File: config.mk
export PLATFORM = sky130hd
export DESIGN_NAME = xlat_tlb
export DESIGN_NICKNAME = d
export VERILOG_FILES = /design/src/rtl/xlat_tlb_pkg.sv /design/src/rtl/xlat_tag_array.sv /design/src/rtl/xlat_prio_pick.sv /design/src/rtl/xlat_frame_ram.sv /design/src/rtl/xlat_tlb.sv
export SDC_FILE = /design/constraint.sdc
export NUM_CORES = 2
export LEC_CHECK = 0
export BUFFER_PORTS_ARGS = -buffer_cell sky130_fd_sc_hd__buf_2
export CAP_MARGIN = 5
export CORE_AREA = 2 2 599 601
export CTS_CLUSTER_SIZE = 40
export DETAILED_ROUTE_END_ITERATION = 8
export DIE_AREA = 0 0 601 603
export PLACE_DENSITY = 0.61
export SYNTH_ARGS = -nofsm -noshare
export SYNTH_HDL_FRONTEND = slang
export SYNTH_SLANG_ARGS = --single-unit
File: constraint.sdc
create_clock -name clk -period 5.2 [get_ports clk]
set_input_delay 0.52 -clock clk [delete_from_list [all_inputs] [get_ports clk]]
set_output_delay 0.52 -clock clk [all_outputs]
set_load 0.005 [all_outputs]
File: src/rtl/xlat_tlb_pkg.sv
package xlat_tlb_pkg;
  localparam int VA_W      = 32;
  localparam int PAGE_BITS = 12;
  localparam int VPN_W     = VA_W - PAGE_BITS;
  localparam int PFN_W     = 20;
  localparam int PA_W      = PFN_W + PAGE_BITS;
  localparam int ASID_W    = 8;

  typedef struct packed {
    logic              valid;
    logic              global_map;
    logic [ASID_W-1:0] asid;
    logic [VPN_W-1:0]  vpn;
  } tag_t;

  typedef struct packed {
    logic [PFN_W-1:0] pfn;
    logic             dirty;
    logic             uncached;
  } frame_t;
endpackage

File: src/rtl/xlat_tag_array.sv
module xlat_tag_array
  import xlat_tlb_pkg::*;
#(
  parameter int ENTRIES = 64,
  localparam int IDX_W = $clog2(ENTRIES)
) (
  input  logic               clk,
  input  logic               rst_n,
  input  logic               wr_en,
  input  logic [IDX_W-1:0]   wr_idx,
  input  tag_t               wr_tag,
  input  logic [VPN_W-1:0]   lk_vpn,
  input  logic [ASID_W-1:0]  lk_asid,
  output logic [ENTRIES-1:0] match
);
  tag_t slot_q [ENTRIES];
  logic [ENTRIES-1:0] valid_vec;

  for (genvar g = 0; g < ENTRIES; g++) begin : g_slot
    always_ff @(posedge clk) begin
      if (!rst_n) begin
        slot_q[g].valid <= 1'b0;
      end else if (wr_en && wr_idx == IDX_W'(g)) begin
        slot_q[g] <= wr_tag;
      end
    end

    assign valid_vec[g] = slot_q[g].valid;
    assign match[g] = slot_q[g].valid
                    && (slot_q[g].vpn == lk_vpn)
                    && (slot_q[g].global_map || slot_q[g].asid == lk_asid);
  end

  AST_RESET_EMPTY: assert property (@(posedge clk) disable iff (!rst_n)
    $rose(rst_n) |-> (valid_vec == '0));
endmodule

File: src/rtl/xlat_prio_pick.sv
module xlat_prio_pick #(
  parameter int ENTRIES = 64,
  localparam int IDX_W = $clog2(ENTRIES)
) (
  input  logic               clk,
  input  logic               rst_n,
  input  logic [ENTRIES-1:0] req,
  output logic               any,
  output logic [IDX_W-1:0]   idx
);
  logic [ENTRIES-1:0] grant;

  // Isolate the lowest set bit, used only for checking the encoder.
  assign grant = req & (~req + ENTRIES'(1));
  assign any   = |req;

  always_comb begin
    idx = '0;
    for (int i = ENTRIES - 1; i >= 0; i--) begin
      if (req[i]) idx = IDX_W'(i);
    end
  end

  AST_GRANT_ONEHOT: assert property (@(posedge clk) disable iff (!rst_n)
    $onehot0(grant));
  AST_PICK_LOWEST: assert property (@(posedge clk) disable iff (!rst_n)
    any |-> grant[idx]);
  AST_PICK_REQUESTED: assert property (@(posedge clk) disable iff (!rst_n)
    any |-> req[idx]);
endmodule

File: src/rtl/xlat_frame_ram.sv
module xlat_frame_ram
  import xlat_tlb_pkg::*;
#(
  parameter int ENTRIES = 64,
  localparam int IDX_W = $clog2(ENTRIES)
) (
  input  logic             clk,
  input  logic             wr_en,
  input  logic [IDX_W-1:0] wr_idx,
  input  frame_t           wr_data,
  input  logic [IDX_W-1:0] rd_idx,
  output frame_t           rd_data
);
  frame_t mem_q [ENTRIES];

  always_ff @(posedge clk) begin
    if (wr_en) mem_q[wr_idx] <= wr_data;
  end

  assign rd_data = mem_q[rd_idx];
endmodule

File: src/rtl/xlat_tlb.sv
module xlat_tlb
  import xlat_tlb_pkg::*;
#(
  parameter int ENTRIES = 64,
  localparam int IDX_W = $clog2(ENTRIES)
) (
  input  logic              clk,
  input  logic              rst_n,
  input  logic              wr_en,
  input  logic [IDX_W-1:0]  wr_idx,
  input  logic [VPN_W-1:0]  wr_vpn,
  input  logic [ASID_W-1:0] wr_asid,
  input  logic [PFN_W-1:0]  wr_pfn,
  input  logic              wr_valid,
  input  logic              wr_global,
  input  logic              wr_dirty,
  input  logic              wr_uncached,
  input  logic              lk_valid,
  input  logic [VA_W-1:0]   lk_vaddr,
  input  logic [ASID_W-1:0] lk_asid,
  input  logic              lk_store,
  output logic              lk_hit,
  output logic              lk_miss,
  output logic              lk_mod_fault,
  output logic [PA_W-1:0]   lk_paddr,
  output logic              lk_uncached
);
  tag_t               wr_tag;
  frame_t             wr_frame;
  frame_t             sel_frame;
  logic [ENTRIES-1:0] match_vec;
  logic               any_match;
  logic [IDX_W-1:0]   hit_idx;
  logic               hit_now;

  assign wr_tag   = '{valid: wr_valid, global_map: wr_global, asid: wr_asid, vpn: wr_vpn};
  assign wr_frame = '{pfn: wr_pfn, dirty: wr_dirty, uncached: wr_uncached};

  xlat_tag_array #(.ENTRIES(ENTRIES)) tags_i (
    .clk    (clk),
    .rst_n  (rst_n),
    .wr_en  (wr_en),
    .wr_idx (wr_idx),
    .wr_tag (wr_tag),
    .lk_vpn (lk_vaddr[VA_W-1:PAGE_BITS]),
    .lk_asid(lk_asid),
    .match  (match_vec)
  );

  xlat_prio_pick #(.ENTRIES(ENTRIES)) pick_i (
    .clk  (clk),
    .rst_n(rst_n),
    .req  (match_vec),
    .any  (any_match),
    .idx  (hit_idx)
  );

  xlat_frame_ram #(.ENTRIES(ENTRIES)) frames_i (
    .clk    (clk),
    .wr_en  (wr_en),
    .wr_idx (wr_idx),
    .wr_data(wr_frame),
    .rd_idx (hit_idx),
    .rd_data(sel_frame)
  );

  assign hit_now      = lk_valid && any_match;
  assign lk_hit       = hit_now;
  assign lk_miss      = lk_valid && !any_match;
  assign lk_mod_fault = hit_now && lk_store && !sel_frame.dirty;
  assign lk_uncached  = hit_now && sel_frame.uncached;
  assign lk_paddr     = hit_now ? {sel_frame.pfn, lk_vaddr[PAGE_BITS-1:0]} : '0;

  AST_WRITE_VISIBLE: assert property (@(posedge clk) disable iff (!rst_n)
    ($past(rst_n) && $past(wr_en) && $past(wr_valid) && lk_valid
     && lk_vaddr[VA_W-1:PAGE_BITS] == $past(wr_vpn)
     && ($past(wr_global) || lk_asid == $past(wr_asid))) |-> lk_hit);
  AST_IDLE_QUIET: assert property (@(posedge clk) disable iff (!rst_n)
    !lk_valid |-> !(lk_hit || lk_miss || lk_mod_fault || lk_uncached));
  AST_MISS_CLEAN: assert property (@(posedge clk) disable iff (!rst_n)
    lk_miss |-> (lk_paddr == '0 && !lk_mod_fault));
  AST_FAULT_STORE: assert property (@(posedge clk) disable iff (!rst_n)
    lk_mod_fault |-> (lk_store && lk_hit));
endmodule

==> run_results.csv <==
group,metric,value,unit
synthesis,synth_ff_type,"edfxtp_1",
sta,period_needed,6.85,ns
finish,drive_above_1_share,25.1,%
power,finalPower,0.0584,W
placement,dp.cells,15499,
power,internal_power,0.0454,W
setup_path,critical_path_class,"flip-flop to output pin",
die,die_y,603,microns
die,dieArea,0.362,sq mm
finish,regArea,0.0999,sq mm
clock_tree,clk_pin_slew,0.06,ns
die,rows,219,
finish,fin_nets,11299,
sta,period_share,132,%
setup_path,critPathSlowestCell,"xor2_1",
global_route,grt_pass1_wl,690,mm
global_route,track_usage,26.6,%
clock_tree,cts_tree,"yes",
finish,layout_commonest_cell,"edfxtp_1",
synthesis,netlist_area,0.142,sq mm
die,core_area,0.355,sq mm
power,switching_share,22.3,%
synthesis,synth.avg_cell_area,15.1,sq um
finish,multi_input_area,0.0413,sq mm
sta,finalMaxSlewViolations,0,
placement,port-buffer-count,138,
sta,whs,0.109,ns
synthesis,async_flop_share,0,%
power,p_leak,61.8,nW
placement,pre_cts_slack,-2.39,ns
setup_path,worstPathCellList,"xor2_1 -> nor4_1 -> buf_4 -> a21oi_1 -> buf_4 -> or4_1 -> nand2_1 -> or4_1 -> nor4b_4 -> a221oi_4 -> buf_12 -> buf_12 -> clkbuf_16 -> buf_4 -> bufbuf_16 -> nand2_1 -> nand3_2 -> and3b_2 -> o41a_1 -> a2111o_1 -> buf_2",
power,power.switching,0.0130,W
synthesis,synth-seq-area-share,70.5,%
global_route,grt.overflow.total,0,
finish,fin_area,0.176,sq mm
detailed_routing,drt_pass1_iterations,8,
placement,hpwl,320,mm
setup_path,worstPathArrival,6.33,ns
clock_tree,cts-buffers-inserted,352,
finish,nFillCells,29752,
placement,place_area,0.161,sq mm
finish,final_cells,16254,
setup_path,end_kind,"output pin",
synthesis,yosys_register_bits,3328,
clock_tree,cts_sinks,3328,
power,pwr-share-comb,5.6,%
sta,clock.fmax,146,MHz
sta,final_hold_viol_count,0,
power,seqPwrFrac,50.9,%
synthesis,synth_edf_count,3327,
clock_tree,htreeDepth,5,
power,power.density,332,mW/mm^2
die,die_w,601,microns
synthesis,yosysUniqueCellTypes,99,
sta,setup_slack,-1.65,ns
setup_path,cp_slowest_stage_delay,0.73,ns
synthesis,yosysWarnings,0,
finish,area_delta_synth_final,24.2,%
clock_tree,clockRootBuffer,"clkbuf_16",
detailed_routing,drcViolationCount,0,
sta,fin_skew,0,ns
run_status,status,"complete, but fails checks",
synthesis,syn-num-nets,9478,
global_route,grt_pass1_vias,90416,
global_route,grt_start_max_net_pins,119,
detailed_routing,vias,93485,
detailed_routing,ant_nets,0,
sta,slew_headroom,13.0,%
setup_path,crit_top_cell,"buf_4",
clock_tree,clockBufferDepth,4,
setup_path,start_kind,"flip-flop",
min_path,hold_class,"primary input to flip-flop",
sta,setup_viol,22,
placement,gp_congestion,0.959,
synthesis,netlist_instances,9375,
detailed_routing,wirelength,501,mm
power,clkPwrFrac,43.5,%
detailed_routing,drt_iter0_drc,13012,
run_status,violations,"setup timing",
sta,rsz0062_at_grt,"true",
job,cap_viol_max_count,0,
die,start_util,39.9,%
global_route,grt_antenna_before_repair,42,
setup_path,worstPathRequired,4.68,ns
power,ir_drop,0.000273,V
detailed_routing,wl_per_cell,30.8,microns
detailed_routing,viasPerCell,5.75,
die,boundaryPins,139,
sta,max_slew.worst_pin.slew,1.30,ns
setup_path,path_max_fanout,15,
finish,final_cell_mix,"3327 x edfxtp_1, 1543 x buf_4, 1465 x xor2_1",
clock_tree,clk_latency,0.93,ns
[flip-flops by register name, indices dropped and copies added (netlist names)]
signal,cells
tags_i.slot_q,1920
frames_i.mem_q,1408
[kinds of logic (layout without fill, tap and decap cells)]
kind of cell | after synthesis | after routing | share of synthesized area [%]
simple gates | 2593 | 2593 | 9.66
compound gates | 765 | 765 | 3.80
mux | 397 | 397 | 2.82
xor+xnor | 1792 | 1792 | 11.1
other cells | 0 | 21 | 0
buf+inv | 500 | 2607 | 2.13
flops | 3328 | 3328 | 70.5
[stage by stage]
step                utilization, %  TNS, ns
CTS                           49.0   -33.65
detailed placement            45.3   -41.08
global route                  49.5   -34.93
floorplan                        -        0
global placement              45.3   -61.55
finish                        49.5   -32.89
[critical path, delay by kind of cell, from the launching register on]
family	cells	cell delay, ns
and+or+nand+nor	8	1.62
DFF	1	0.42
AOI/OAI and AO/OA	4	1.11
xor gates and xnor gates	1	0.73
buffers and inverters	8	1.47
[area by class of cell]
| cell class | instances | area share [%] |
|---|---|---|
| Sequential cell | 3328 | 56.8 |
| Multi-Input combinational cell | 5547 | 23.5 |
| Timing Repair Buffer | 1897 | 9.71 |
| Clock buffer | 429 | 5.26 |
| Tap cell | 4751 | 3.38 |
| Clock inverter | 211 | 1.24 |
| Inverter | 70 | 0.150 |
| Antenna cell | 21 | 0.0298 |
[worst paths after layout]
kind	start	to	slack (ns)	cells after the start
setup / recovery	tags_i.slot_q[0][921]$_DFFE_PP_	lk_paddr[21]	-1.65	21
hold / removal	wr_asid[3]	tags_i.slot_q[0][503]$_DFFE_PP_	0.11	1
setup reg to reg	tags_i.slot_q[1][29]$_DFF_P_	tags_i.slot_q[1][29]$_DFF_P_	4.55	2
hold reg to reg	tags_i.slot_q[1][29]$_DFF_P_	tags_i.slot_q[1][29]$_DFF_P_	0.50	2
[synthesized netlist by cell type (all sizes together), types with 104 or more instances]
cell / count / area (sq um)
edfxtp: 3327 / 99900
xor2: 1472 / 12900
nand2: 848 / 3180
nor4: 516 / 3230
mux2i: 376 / 3760
buf: 326 / 2360
xnor2: 320 / 2800
nor2: 255 / 980
nand4: 198 / 1240
a21oi: 184 / 925
and2: 161 / 1010
or4: 136 / 1020
nand3: 131 / 661
nor3: 128 / 656
clkbuf: 104 / 390
[layer usage]
layer / GRT usage [%] / wire [microns] / vias up / share of wire (%)
li1: - / - / 39230 / -
met1: 36.6 / 200000 / 47739 / 40
met2: 42.3 / 230000 / 5452 / 46
met3: 3.99 / 47700 / 1060 / 9.5
met4: 11.0 / 23000 / 4 / 4.6
met5: 0 / 24 / - / 0.0048
[power groups by stage]
stage	logic, W	registers (W)	clock network, W
final	0.00328	0.0298	0.0254
after global placement	0.00314	0.0303	0
after global routing	0.00338	0.0297	0.0266
after detailed placement	0.00318	0.0303	0
after floorplan	0.00120	0.0303	0
after CTS	0.00320	0.0297	0.0256
[repair_timing]
item                       4_1_cts  5_1_grt
buffers inserted                27       64
gates cloned                     7        7
gates resized for setup        263      229
hold buffers                     1        0
pin swaps                       95      132
setup endpoints to repair       36       35
hold endpoints to repair         1        0
Note: power is estimated with default switching activity, not from simulation.
